### config.mk
export PLATFORM = sky130hd
export DESIGN_NAME = flash_guard_bank
export DESIGN_NICKNAME = d
export VERILOG_FILES = /design/src/rtl/flash_guard_pkg.sv /design/src/rtl/fg_module_regs.sv /design/src/rtl/fg_window.sv /design/src/rtl/fg_permit.sv /design/src/rtl/flash_guard_bank.sv
export SDC_FILE = /design/constraint.sdc
export NUM_CORES = 1
export LEC_CHECK = 0
export ABC_AREA = 1
export BUFFER_PORTS_ARGS = -buffer_cell sky130_fd_sc_hd__buf_2
export CORE_ASPECT_RATIO = 0.7
export CORE_UTILIZATION = 40
export DETAILED_ROUTE_END_ITERATION = 6
export GPL_ROUTABILITY_DRIVEN = 0
export PLACE_DENSITY = 0.77
export SLEW_MARGIN = 20
export SYNTH_ARGS = -nofsm -noshare
export SYNTH_HDL_FRONTEND = slang
export SYNTH_SLANG_ARGS = --single-unit
### constraint.sdc
create_clock -name clk -period 1.2 [get_ports clk]
set_clock_uncertainty 0.2 [all_clocks]
set_input_delay 0.06 -clock clk [delete_from_list [all_inputs] [get_ports clk]]
set_output_delay 0.06 -clock clk [all_outputs]
set_load 0.03 [all_outputs]
### src/rtl/flash_guard_pkg.sv
// Package: flash_guard_pkg
// Shared sizes and window offsets for the paged flash protection bank.
// Assumes the module count is a power of two; the page-select input is
// its log2 width.
package flash_guard_pkg;
    localparam int NUM_MOD    = 4;
    localparam int MOD_W      = $clog2(NUM_MOD);
    localparam int CHK_PAGE_W = MOD_W + 1;
    localparam int DATA_W     = 8;
    localparam int CHK_ADDR_W = 16;

    localparam logic [7:0] OFS_LOCK = 8'hF4;
    localparam logic [7:0] OFS_CFG  = 8'hF5;

    localparam logic [CHK_ADDR_W-1:0] TOP_BOOT_LO = 16'hE000;
    localparam logic [CHK_ADDR_W-1:0] ODD_BOOT_LO = 16'hA000;
    localparam logic [CHK_ADDR_W-1:0] ODD_BOOT_HI = 16'hBFFF;
endpackage

### src/rtl/fg_module_regs.sv
// Module: fg_module_regs
// One flash module's lock bit, once-written flag and boot-protect bit.
// Assumes: lock_we and cfg_we are single-cycle strobes that the window
// decoder has already qualified with the page select.
module fg_module_regs (
    input  logic clk,
    input  logic rst_n,
    input  logic special_mode,
    input  logic prog_en,
    input  logic lock_we,
    input  logic cfg_we,
    input  logic wbit,
    output logic lock_q,
    output logic bootp_q
);
    logic once_q;

    // Lock bit and once flag: unlimited in special mode, first write only in normal mode.
    always_ff @(posedge clk) begin
        if (!rst_n) begin
            lock_q <= 1'b0;
            once_q <= 1'b0;
        end else if (lock_we) begin
            if (special_mode) begin
                lock_q <= wbit;
            end else if (!once_q) begin
                lock_q <= wbit;
                once_q <= 1'b1;
            end
        end
    end

    // Boot-protect bit: changes only while unlocked and not program-enabled.
    always_ff @(posedge clk) begin
        if (!rst_n) begin
            bootp_q <= 1'b1;
        end else if (cfg_we && !lock_q && !prog_en) begin
            bootp_q <= wbit;
        end
    end

    // a normal-mode lock write after the first one leaves the lock unchanged
    a_r4_lock_once: assert property (@(posedge clk) disable iff (!rst_n)
        (lock_we && !special_mode && once_q) |=> $stable(lock_q));

    // a configuration write while locked leaves boot-protect unchanged
    a_r6_cfg_locked: assert property (@(posedge clk) disable iff (!rst_n)
        (cfg_we && lock_q) |=> $stable(bootp_q));

    // a configuration write while program-enabled leaves boot-protect unchanged
    a_r7_cfg_progen: assert property (@(posedge clk) disable iff (!rst_n)
        (cfg_we && prog_en) |=> $stable(bootp_q));
endmodule

### src/rtl/fg_window.sv
// Module: fg_window
// Decodes the shared register window. It turns a CPU write into a per-module
// strobe and muxes the selected module's registers onto the read bus.
// Assumes: reads are combinational; offsets outside 0xF4/0xF5 read zero.
module fg_window
    import flash_guard_pkg::*;
(
    input  logic                clk,
    input  logic                rst_n,
    input  logic [7:0]          cpu_addr,
    input  logic                cpu_wr,
    input  logic [MOD_W-1:0]    page_sel,
    input  logic [NUM_MOD-1:0]  lock_vec,
    input  logic [NUM_MOD-1:0]  bootp_vec,
    output logic [NUM_MOD-1:0]  lock_we,
    output logic [NUM_MOD-1:0]  cfg_we,
    output logic [DATA_W-1:0]   rdata
);
    logic hit_lock;
    logic hit_cfg;

    assign hit_lock = (cpu_addr == OFS_LOCK);
    assign hit_cfg  = (cpu_addr == OFS_CFG);

    // One write strobe per module, raised only for the selected page.
    for (genvar m = 0; m < NUM_MOD; m++) begin : g_strobe
        assign lock_we[m] = cpu_wr && hit_lock && (page_sel == MOD_W'(m));
        assign cfg_we[m]  = cpu_wr && hit_cfg  && (page_sel == MOD_W'(m));
    end

    // Read mux: bit 0 from the selected register, upper bits always zero.
    always_comb begin
        rdata = '0;
        if (hit_lock)     rdata[0] = lock_vec[page_sel];
        else if (hit_cfg) rdata[0] = bootp_vec[page_sel];
    end

    // at most one register strobe per write
    a_r1_one_strobe: assert property (@(posedge clk) disable iff (!rst_n)
        $onehot0({lock_we, cfg_we}));

    // offsets other than lock/config never strobe a register
    a_r11_no_strobe: assert property (@(posedge clk) disable iff (!rst_n)
        (!hit_lock && !hit_cfg) |-> (lock_we == '0 && cfg_we == '0));
endmodule

### src/rtl/fg_permit.sv
// Module: fg_permit
// Combinational program/erase permit check. It finds whether the address
// falls in the boot block of the given page, then consults that module's
// boot-protect bit.
// Assumes: chk_page[MOD_W:1] names the module, chk_page[0] is the parity.
module fg_permit
    import flash_guard_pkg::*;
(
    input  logic [CHK_ADDR_W-1:0] chk_addr,
    input  logic [CHK_PAGE_W-1:0] chk_page,
    input  logic [NUM_MOD-1:0]    bootp_vec,
    output logic                  in_boot,
    output logic                  permit
);
    logic              odd_hit;
    logic [MOD_W-1:0]  mod_idx;

    // Region match: the top block always, the middle block on odd pages.
    always_comb begin
        odd_hit = chk_page[0] && (chk_addr >= ODD_BOOT_LO) && (chk_addr <= ODD_BOOT_HI);
        in_boot = (chk_addr >= TOP_BOOT_LO) || odd_hit;
        mod_idx = chk_page[CHK_PAGE_W-1:1];
        permit  = !(in_boot && bootp_vec[mod_idx]);
    end

    // the top region is in the boot block on every page
    a_r9_top_region: assert final (!(chk_addr >= TOP_BOOT_LO) || in_boot);
endmodule

### src/rtl/flash_guard_bank.sv
// Module: flash_guard_bank (top)
// Four-way banked lock/boot-protect registers behind one register window,
// plus a permit check for program/erase requests.
// Assumes: a synchronous active-low reset; cpu_wr is held for one cycle per write.
module flash_guard_bank
    import flash_guard_pkg::*;
(
    input  logic                  clk,
    input  logic                  rst_n,
    input  logic [7:0]            cpu_addr,
    input  logic                  cpu_wr,
    input  logic [DATA_W-1:0]     cpu_wdata,
    output logic [DATA_W-1:0]     cpu_rdata,
    input  logic [MOD_W-1:0]      page_sel,
    input  logic                  special_mode,
    input  logic [NUM_MOD-1:0]    prog_en,
    output logic [NUM_MOD-1:0]    boot_prot,
    input  logic [CHK_ADDR_W-1:0] chk_addr,
    input  logic [CHK_PAGE_W-1:0] chk_page,
    output logic                  chk_permit
);
    logic [NUM_MOD-1:0] lock_we;
    logic [NUM_MOD-1:0] cfg_we;
    logic [NUM_MOD-1:0] lock_vec;
    logic [NUM_MOD-1:0] bootp_vec;
    logic               in_boot;
    logic               unused_wdata;

    assign unused_wdata = ^cpu_wdata[DATA_W-1:1];

    fg_window u_window (
        .clk       (clk),
        .rst_n     (rst_n),
        .cpu_addr  (cpu_addr),
        .cpu_wr    (cpu_wr),
        .page_sel  (page_sel),
        .lock_vec  (lock_vec),
        .bootp_vec (bootp_vec),
        .lock_we   (lock_we),
        .cfg_we    (cfg_we),
        .rdata     (cpu_rdata)
    );

    // One register pair per flash module.
    for (genvar m = 0; m < NUM_MOD; m++) begin : g_mod
        fg_module_regs u_regs (
            .clk          (clk),
            .rst_n        (rst_n),
            .special_mode (special_mode),
            .prog_en      (prog_en[m]),
            .lock_we      (lock_we[m]),
            .cfg_we       (cfg_we[m]),
            .wbit         (cpu_wdata[0]),
            .lock_q       (lock_vec[m]),
            .bootp_q      (bootp_vec[m])
        );
    end

    assign boot_prot = bootp_vec;

    fg_permit u_permit (
        .chk_addr  (chk_addr),
        .chk_page  (chk_page),
        .bootp_vec (bootp_vec),
        .in_boot   (in_boot),
        .permit    (chk_permit)
    );

    // upper read bits are always zero
    a_r3_rd_upper_zero: assert property (@(posedge clk) disable iff (!rst_n)
        cpu_rdata[DATA_W-1:1] == '0);

    // a boot-block request on a protected module is denied
    a_r10_deny: assert property (@(posedge clk) disable iff (!rst_n)
        (in_boot && boot_prot[chk_page[CHK_PAGE_W-1:1]]) |-> !chk_permit);

    // a special-mode lock write lands on the next cycle
    a_r5_special_write: assert property (@(posedge clk) disable iff (!rst_n)
        (cpu_wr && special_mode && cpu_addr == OFS_LOCK)
        |=> (lock_vec[$past(page_sel)] == $past(cpu_wdata[0])));
endmodule

==> run summary, run 1 <==
status -> finished, violations left
failing checks -> design-rule violations, negative hold slack, negative setup slack
P per Cell Area -> 692 nW/um^2
area of the multi-input gates -> 510 um^2
met3 GRT Util -> 7.26%
Pre-Repair DR Iteration Count -> 7
largest net degree at the start of global routing -> 10
# Max-Cap Violations -> 0
Max Freq -> 705 MHz
Seq cells post-synth -> 12
RSZ-0062 raised after global routing -> yes
DP Wirelength -> 1590 um
CTS Sinks -> 12
yosys warns -> 0
die area -> 2370 um^2
Vias -> 946
initial antenna violation count -> 0
Post-Place Cell Area -> 1030 um^2
CP Capture Type -> output pin
Core ar. -> 1950 um^2
Final Worst Setup Slack -> -0.219 ns
Reg area -> 248 um^2
GRT Util Overall -> 19.5%
TNS Setup -> -0.419 ns
I/O Pins -> 58
Skew-Pair Late Insertion Delay -> 0.27 ns
Pint -> 0.586 mW
Root Driver -> clkbuf_4
1st-iter DRT viols -> 31
Peak VDD IR -> 0.000446 V
register area share after synthesis -> 27.5%
Final Cell Area -> 1200 um^2
# fillers -> 184
Critical Path RT -> 0.94 ns
Overflow after GRT -> 0
Residual DRC -> 2
switching part of the total power -> 29.4%
NetSw -> 0.244 mW
Post-Place Cells -> 183
H-tree depth -> 1
critical path data arrival time -> 1.16 ns
non-filler cells, final -> 194
Area Overhead vs Synth -> 37.4%
GRT busiest layer -> met2
Die Span X -> 57.8 um
Diodes inserted -> 0
Gate Count Post-Synth -> 132
WHS -> -0.0920 ns
final number of hold-violating endpoints -> 1
P_leak -> 0.573 nW
Post-Route WL -> 2090 um
vias in the first global route -> 803
share of the clock period used by the worst path -> 118%
share of cells above drive strength 1 -> 43.0%
CTS clock-pin slew for the worst setup and hold paths -> 0.07 ns
initial core utilization -> 44.7%
Sequential Power Share -> 48.0%
total power -> 0.829 mW
Yosys top cell by area -> dfxtp_1
Startpoint Class -> register
synth top area cells -> dfxtp_1 (28%), buf_4 (10%), nand2_1 (10%)
first-pass GRT wire length -> 3350 um
Syn Std Cell Area -> 872 um^2
Wirelength per Cell -> 10.8 um
fin crit period -> 1.42 ns
grt met1 use -> 23.0%
grt met2 use -> 36.2%
share of the synthesized area in the top cell type -> 27.5%
row count -> 13
CTS tree -> yes
hold_buf cts -> 6
Final ANT Viol Nets -> 0
Comb pwr share -> 22.6%
Num CTS Buffers -> 3
final net count -> 219
Unique masters post-synth -> 24
vias per cell -> 4.88
PortBufs -> 30
Worst Hold Class -> input port to register
Clock Path Buffers -> 2
Setup CP Type -> register to output pin
worst-path maximum fanout -> 2
# setup viols final -> 3
DIE HEIGHT -> 41.1 um
Syn Area/Cell -> 6.61 um^2
clock network fraction of total power -> 29.4%
max-slew violation count -> 0
-- cell type report --
cell class                 count  share of cell area (%)
sequential                    12                    20.7
clock buffer                   3                    1.88
multi-input combinational     90                    42.6
timing repair buffer          45                    25.7
inverter                      22                    6.89
tap                           22                    2.30
-- through the flow --
| stage | setup slack (ns) | util (%) | hold WS [ns] |
|---|---|---|---|
| 2_1_floorplan | 0.0239 | - | 0.0311 |
| 3_3_place_gp | -0.0346 | 52.6 | 0.142 |
| 3_5_place_dp | -0.0571 | 52.6 | 0.146 |
| 4_1_cts | -0.266 | 59.9 | -0.0832 |
| 5_1_grt | -0.348 | 61.4 | -0.0890 |
| 6_report | -0.219 | 61.4 | -0.0920 |
-- synthesized netlist by cell type --
library cell and count:
a21oi_1 8, inv_1 19, and2_4 1, nor3_1 2, buf_4 12, o21ai_1 2
a21oi_2 1, nand3_1 13, nand2_1 24, o2111ai_1 1, o21ai_0 3, buf_6 1
nor2_2 3, nor3_2 2, nor2_1 11, nand4_1 4, buf_1 1, conb_1 1
nand3_4 1, dfxtp_1 12, nand2_2 2, inv_2 3, nor2_4 3, a22oi_1 2
-- metal layers --
layer	routed length [um]	share of wire (%)
met1	948	45
met2	990	47
met3	155	7.4
met4	0	0
met5	0	0
-- power groups by stage --
stage          combinational, mW  sequential (mW)  clock [mW]
2_1_floorplan              0.112            0.407           0
3_3_place_gp               0.153            0.407           0
3_5_place_dp               0.158            0.407           0
4_1_cts                    0.179            0.398       0.250
5_1_grt                    0.205            0.398       0.279
6_report                   0.187            0.398       0.244
-- path summary, 6_finish.rpt --
kind,from,endpoint,slack [ns],depth (start not counted)
max,g_mod[2].u_regs.bootp_q$_SDFFE_PN1P_,chk_permit,-0.22,6
min,prog_en[1],g_mod[1].u_regs.bootp_q$_SDFFE_PN1P_,-0.09,4
max reg2reg,g_mod[3].u_regs.lock_q$_SDFFE_PN0P_,g_mod[3].u_regs.bootp_q$_SDFFE_PN1P_,0.09,5
min reg2reg,g_mod[0].u_regs.once_q$_SDFFE_PN0P_,g_mod[0].u_regs.once_q$_SDFFE_PN0P_,0.26,2
-- registers in the layout, summed over array words and instances, names as in the netlist --
| signal | flops |
|---|---|
| g_mod.u_regs.lock_q | 4 |
| g_mod.u_regs.once_q | 4 |
| g_mod.u_regs.bootp_q | 4 |
-- kinds of logic (layout without fill, tap and decap cells) --
| family | count (synthesis) | count (layout) | synth area share, % |
|---|---|---|---|
| simple gates | 66 | 66 | 39.3 |
| buf+inv | 36 | 70 | 21.5 |
| compound gates | 17 | 17 | 11.2 |
| flops | 12 | 12 | 27.5 |
| other cells | 1 | 7 | 0.430 |
-- what timing repair did --
| item | in CTS | in global routing |
|---|---|---|
| buffers inserted | 2 | 0 |
| cloned | 0 | 0 |
| pin swaps | 4 | 5 |
| gates resized for setup | 20 | 9 |
| setup endpoints to repair | 4 | 10 |
| endpoints found under the hold margin | 12 | 1 |
-- critical path: stages, from the launching register on --
cell and delay, ns:
dfxtp_2 0.34, inv_2 0.04, o21ai_1 0.11, nand2_1 0.08
o21ai_2 0.06, o2111ai_2 0.11, buf_6 0.16
-- layout by cell type, fill, tap and decap left out, drive strengths merged, types with 2 or more instances in the layout --
master       synthesis  layout
a22oi                2       2
conb                 1       7
nand2               26      26
dfxtp               12      12
a21oi                9       9
dlygate4sd3          0       6
nand3               14      14
buf                 14      38
nand4                4       4
nor3                 4       4
inv                 22      22
nor2                17      17
clkbuf               0       4
o21ai                5       5
Note: power is estimated with default switching activity, not from simulation.
==> run 2: changes to the inputs <==
CELL_PAD_IN_SITES_DETAIL_PLACEMENT = 1   (was unset)
CELL_PAD_IN_SITES_GLOBAL_PLACEMENT = 1   (was unset)
CORE_UTILIZATION = 26   (was 40)
PLACE_DENSITY = unset   (was 0.77)
PLACE_DENSITY_LB_ADDON = 0.1   (was unset)
SKIP_LAST_GASP = 1   (was unset)
SLEW_MARGIN = 10   (was 20)
==> run 2 against run 1 <==
  * The run still ends with design-rule violations, negative hold slack, negative setup slack left
  * Worst hold slack better by 0.039 ns
  * Worst setup slack improved by 0.014 ns
  * Clock-buffer cell count is the same
  * Combinational power barely moved
  * Total power rose by 17%
  * Largest cell class unchanged
==> run summary, run 2 (synthesis results as in run 1) <==
status -> finished, violations left
failing checks -> design-rule violations, negative hold slack, negative setup slack
Pre-Repair DR Iteration Count -> 5 (-2)
Residual DRC -> 2 (unchanged)
CP max-delay cell -> dfxtp_2
most frequent cells in the layout -> buf_2 (27), nand2_1 (24), inv_1 (17)
critical path data arrival time -> 1.15 ns (about the same)
worst-path cell chain -> inv_2, nor2_1, a21oi_1, o21ai_2, o2111ai_2, buf_6
commonest non-fill, non-tap cell in the layout -> buf_2
reg2reg path depth -> 5 (unchanged)
CTS clock-pin slew for the worst setup and hold paths -> 0.05 ns (-0.02 ns)
Post-Route WL -> 2520 um (+20%)
Post-Place Worst Slack -> -0.0654 ns (-0.00831 ns)
DP Wirelength -> 2140 um (+34%)
hold_buf cts -> 4 (-2)
Peak VDD IR -> 0.000447 V (+0.19%)
Worst Hold Class -> input port to register
vias in the first global route -> 849 (+5.7%)
Root Driver -> clkbuf_8
Die Span X -> 71.2 um (+23%)
row count -> 17 (+4)
P_leak -> 0.566 nW (-1.2%)
Post-Place Cells -> 199 (+8.7%)
Setup CP Type -> register to output pin
Max Freq -> 712 MHz (+0.98%)
hold worst-path end -> g_mod[0].u_regs.bootp_q$_SDFFE_PN1P_
I/O Pins -> 58 (unchanged)
share of the clock period used by the worst path -> 117% (-1.1 points)
max-slew violation count -> 0 (unchanged)
Skew-Pair Late Insertion Delay -> 0.24 ns (-0.03 ns)
CP Capture Type -> output pin
RSZ-0062 raised after global routing -> yes
Final ANT Viol Nets -> 0 (unchanged)
initial core utilization -> 27.5% (-17 points)
R2R Path End -> g_mod[0].u_regs.bootp_q$_SDFFE_PN1P_
Clock Path Buffers -> 2 (unchanged)
final number of hold-violating endpoints -> 3 (+2)
die area -> 3590 um^2 (+51%)
GRT Util Overall -> 15.5% (-4.1 points)
PortBufs -> 30 (unchanged)
Final Worst Setup Slack -> -0.205 ns (+0.0137 ns)
vias per cell -> 4.37 (-10%)
largest net degree at the start of global routing -> 10 (unchanged)
Core ar. -> 3170 um^2 (+62%)
CTS Sinks -> 12 (unchanged)
Num CTS Buffers -> 3 (unchanged)
P per Cell Area -> 808 nW/um^2 (+17%)
H-tree depth -> 1 (unchanged)
WHS -> -0.0531 ns (+0.0388 ns)
# Max-Cap Violations -> 0 (unchanged)
Startpoint Class -> register
worst-path maximum fanout -> 2 (unchanged)
Overflow after GRT -> 0 (unchanged)
delay-heaviest family, CP -> flip-flops
hold depth -> 4 (unchanged)
first-pass GRT wire length -> 4150 um (+24%)
Reg2Reg Launch Point -> g_mod[0].u_regs.lock_q$_SDFFE_PN0P_
min-delay src -> prog_en[0]
Area Overhead vs Synth -> 37.3%
share of cells above drive strength 1 -> 44.6% (+1.6 points)
DIE HEIGHT -> 50.5 um (+23%)
Wirelength per Cell -> 12.2 um (+13%)
final net count -> 215 (-1.8%)
fin crit period -> 1.41 ns (-0.0137 ns)
# setup viols final -> 3 (unchanged)
Top Registers -> g_mod.u_regs.bootp_q: 4 flops, g_mod.u_regs.lock_q: 4 flops, g_mod.u_regs.once_q: 4 flops
Buf/Inv on CP -> 2 (unchanged)
non-filler cells, final -> 206 (+6.2%)
slowest cell delay on critical path -> 0.33 ns (about the same)
TNS Setup -> -0.355 ns (+0.0640 ns)
1st-iter DRT viols -> 32 (+3.2%)
initial antenna violation count -> 0 (unchanged)
r2r setup slk -> 0 ns (-0.09 ns)
Diodes inserted -> 0 (unchanged)
total power -> 0.968 mW (+17%)
Critical Path RT -> 0.94 ns (about the same)
CTS tree -> yes
Vias -> 901 (-4.8%)
[run 2: worst max path at each step]
stage | slack (ns) | end | depth (start not counted) | start
after global placement | -0.06 | chk_permit | 6 | g_mod[0].u_regs.bootp_q$_SDFFE_PN1P_
after CTS | -0.26 | chk_permit | 6 | g_mod[3].u_regs.bootp_q$_SDFFE_PN1P_
after global routing | -0.27 | chk_permit | 6 | g_mod[0].u_regs.bootp_q$_SDFFE_PN1P_
final | -0.21 | chk_permit | 6 | g_mod[0].u_regs.bootp_q$_SDFFE_PN1P_
after floorplan | 0.02 | chk_permit | 5 | g_mod[0].u_regs.bootp_q$_SDFFE_PN1P_
after detailed placement | -0.07 | chk_permit | 6 | g_mod[0].u_regs.bootp_q$_SDFFE_PN1P_
[run 2: where the power goes]
part	switching, mW	internal [mW]
combinational	0.120	0.0680
sequential	0.000166	0.399
clock	0.159	0.222
total	0.279	0.689
[run 2: metal layers]
metal  share of wire (%)  wire, um  global-route usage [%]  vias to the layer above
li1                    -         -                       -                      472
met1                  51      1300                    21.5                      407
met2                  44      1100                    22.9                       20
met3                 4.2       106                    5.02                        2
met4                0.56        14                    4.00                        0
met5                   0         0                       0                        -
[run 2: repair_timing]
item	CTS	global route
hold endpoints to repair	9	3
pin swaps	5	3
setup buffers	0	1
setup endpoints to repair	2	10
gates resized for setup	13	14
[run 2: per-stage QoR]
stage,hold slack [ns],util (%),area [um^2]
2_1_floorplan,0.0311,-,901
3_3_place_gp,0.157,33.0,1050
3_5_place_dp,0.167,33.0,1050
4_1_cts,-0.0600,36.6,1160
5_1_grt,-0.0296,37.8,1200
6_report,-0.0531,37.8,1200
[run 2: area by class of cell]
class / count / area [um^2]
tap: 38 / 47.5
sequential: 12 / 248
multi-input combinational: 90 / 514
clock buffer: 3 / 41.3
inverter: 22 / 82.6
timing repair buffer: 41 / 264
fill: 418 / 1970
[run 2: worst register-to-register path: cells and delay by family, from the launching register on]
kind                   cells  cell delay, ns
buffers and inverters      1            0.13
AND/OR/NAND/NOR            4            0.42
flip-flops                 1            0.33
==> run 3: changes to the inputs <==
CORE_UTILIZATION = 25   (was 26)
SYNTH_HIERARCHICAL = 1   (was unset)
==> run 3 against run 2 <==
  * The flow finishes with violations (negative setup slack)
  * Maximum frequency up 6.0%
  * Critical path depth up 1
  * First-iteration DRC count down 22%
  * Highest routed layer is now met3
  * Global-route usage down 0.90 points
  * Flip-flop and latch count unchanged
  * Design area up 7.4%
  * Via count up 17%
  * Sequential share of layout area down 1.0 points
==> run summary, run 3 <==
CTS clock-pin slew for the worst setup and hold paths -> 0.05 ns (about the same)
Critical Path RT -> 0.94 ns (about the same)
Core ar. -> 3230 um^2 (+2.0%)
1st-iter DRT viols -> 25 (-22%)
# setup viols final -> 2 (-1)
Yosys top cell by area -> dfxtp_1
largest family of logic cells by synthesized area -> simple AND/OR/NAND/NOR gates
complex-gate fraction of the synthesized area -> 4.60% (-6.6 points)
share of the clock period used by the worst path -> 111% (-6.6 points)
PortBufs -> 30 (unchanged)
most frequent cells in the layout -> nand2_1 (42), buf_2 (27), inv_1 (24)
die area -> 3720 um^2 (+3.6%)
Residual DRC -> 0 (-2)
CTS tree -> yes
initial antenna violation count -> 0 (unchanged)
I/O Pins -> 58 (unchanged)
worst-path cell chain -> nand2_1, nand2_1, nand2_1, nand2_1, nand2_1, nand2_1, buf_6
hold depth -> 6 (+2)
vias per cell -> 4.31 (-1.4%)
first-pass GRT wire length -> 4230 um (+2.0%)
total power -> 0.940 mW (-2.9%)
Final Cell Area -> 1290 um^2 (+7.4%)
Syn Std Cell Area -> 870 um^2 (-0.29%)
Pre-Repair DR Iteration Count -> 6 (+1)
H-tree depth -> 1 (unchanged)
synth top area cells -> dfxtp_1 (28%), nand2_1 (19%), inv_1 (11%)
Wirelength per Cell -> 10.4 um (-15%)
Syn Area/Cell -> 5.76 um^2 (-13%)
WHS -> 0.157 ns (+0.211 ns)
Post-Synth XOR/XNOR Area -> 0% (unchanged)
P per Cell Area -> 731 nW/um^2 (-9.6%)
reg2reg path depth -> 5 (unchanged)
critical path data arrival time -> 1.07 ns (-0.08 ns)
DP Wirelength -> 1970 um (-8.1%)
vias in the first global route -> 1,021 (+20%)
simple-gate area share of the yosys netlist -> 47.9% (+8.6 points)
critical path depth in cells -> 7 (+1)
Worst Hold Class -> input port to register
failing checks -> negative setup slack
Area Overhead vs Synth -> 47.9%
row count -> 17 (unchanged)
top cells by count, synth -> nand2_1 (43), inv_1 (26), nor2_1 (22)
Buf/Inv on CP -> 1 (-1)
Startpoint Class -> register
slowest cell delay on critical path -> 0.34 ns (about the same)
Post-synth EDFFs -> 0 (unchanged)
status -> finished, violations left
initial core utilization -> 26.9% (-0.62 points)
Unique masters post-synth -> 13 (-46%)
Top Registers -> g_mod.u_regs/bootp_q: 4 flops, g_mod.u_regs/lock_q: 4 flops, g_mod.u_regs/once_q: 4 flops
Skew-Pair Late Insertion Delay -> 0.24 ns (about the same)
DIE HEIGHT -> 51.3 um (+1.8%)
Post-Route WL -> 2540 um (+0.79%)
Final ANT Viol Nets -> 0 (unchanged)
Die Span X -> 72.5 um (+1.8%)
TNS Setup -> -0.185 ns (+0.170 ns)
P_leak -> 0.669 nW (+18%)
max-slew violation count -> 0 (unchanged)
adder-cell share of the synthesized area -> 0% (unchanged)
delay-heaviest family, CP -> simple AND/OR/NAND/NOR gates
Max Freq -> 754 MHz (+6.0%)
Num CTS Buffers -> 3 (unchanged)
CTS Sinks -> 12 (unchanged)
share of cells above drive strength 1 -> 35.5% (-9.1 points)
Setup CP Type -> register to output pin
Overflow after GRT -> 0 (unchanged)
Final Worst Setup Slack -> -0.126 ns (+0.0794 ns)
Root Driver -> clkbuf_8
Clock Path Buffers -> 2 (unchanged)
RSZ-0062 raised after global routing -> yes
Vias -> 1,052 (+17%)
worst-path maximum fanout -> 3 (+1)
fin crit period -> 1.33 ns (-0.0794 ns)
Peak VDD IR -> 0.000663 V (+48%)
# Max-Cap Violations -> 0 (unchanged)
Gate Count Post-Synth -> 151 (+14%)
Seq cells post-synth -> 12 (unchanged)
register area share after synthesis -> 27.6% (+0.079 points)
count leader, synth -> nand2_1
yosys warns -> 6 (+6)
final net count -> 244 (+13%)
final number of hold-violating endpoints -> 0 (-3)
ys flop type -> dfxtp_1
largest net degree at the start of global routing -> 13 (+3)
CP max-delay cell -> dfxtp_2
most frequent CP cell -> nand2_1
GRT Util Overall -> 14.6% (-0.90 points)
Diodes inserted -> 0 (unchanged)
post-synthesis mux area share -> 0% (unchanged)
Post-Place Cell Area -> 1080 um^2 (+2.9%)
commonest non-fill, non-tap cell in the layout -> nand2_1
CP Capture Type -> output pin
Post-synth ARST share -> 0% (unchanged)
share of the synthesized area in the top cell type -> 27.6% (+0.079 points)
## run 3: what timing repair did
item,in CTS,in global routing
pin swaps,4,12
endpoints found under the hold margin,12,0
resized for setup,6,17
setup buffers,3,1
setup endpoints to repair,2,14
hold buffers,7,0
## run 3: per-stage QoR
| step | cells | utilization [%] | setup WS (ns) |
|---|---|---|---|
| final | 244 | 39.8 | -0.126 |
| after global routing | 244 | 39.8 | -0.235 |
| after CTS | 243 | 37.9 | -0.135 |
| after detailed placement | 230 | 33.3 | -0.191 |
| after global placement | 230 | 33.3 | -0.173 |
| after floorplan | 157 | - | 0.0465 |
## run 3: final timing paths
check	startpoint	endpoint	slack [ns]
min reg2reg	g_mod[3].u_regs/bootp_q$_SDFFE_PN1P_	g_mod[3].u_regs/bootp_q$_SDFFE_PN1P_	0.29
max	g_mod[1].u_regs/bootp_q$_SDFFE_PN1P_	cpu_rdata[0]	-0.13
max reg2reg	g_mod[1].u_regs/lock_q$_SDFFE_PN0P_	g_mod[1].u_regs/bootp_q$_SDFFE_PN1P_	0.18
min	page_sel[0]	g_mod[1].u_regs/bootp_q$_SDFFE_PN1P_	0.16
## run 3: cell families after synthesis
group           count (synthesis)
compound gates                  8
simple gates                   92
buf+inv                        38
flops                          12
other cells                     1
## run 3: final cells by class
class,instances,area [um^2]
fillers,451,1950
multi-input cells,107,526
repair buffers,44,292
flip-flops and latches,12,253
inverters,31,116
well taps,47,58.8
clock buffers,3,41.3
## run 3: worst register-to-register path, stage by stage, from the launching register on
cell     delay [ns]
dfxtp_1        0.30
buf_4          0.13
inv_1          0.06
nand3_1        0.07
nand2_1        0.07
nand3_1        0.06
## run 3: power by group
| group | internal, mW | switching, mW | leakage (nW) |
|---|---|---|---|
| sequential | 0.395 | 0.000141 | 0.0966 |
| clock | 0.221 | 0.141 | 0.0216 |
| combinational | 0.0696 | 0.114 | 0.551 |
## run 3: per-layer routing
layer | GRT usage (%) | part of all wire, %
met1 | 17.2 | 47
met2 | 26.9 | 47
met3 | 3.94 | 5.5
met4 | 1.96 | 0
met5 | 0 | 0
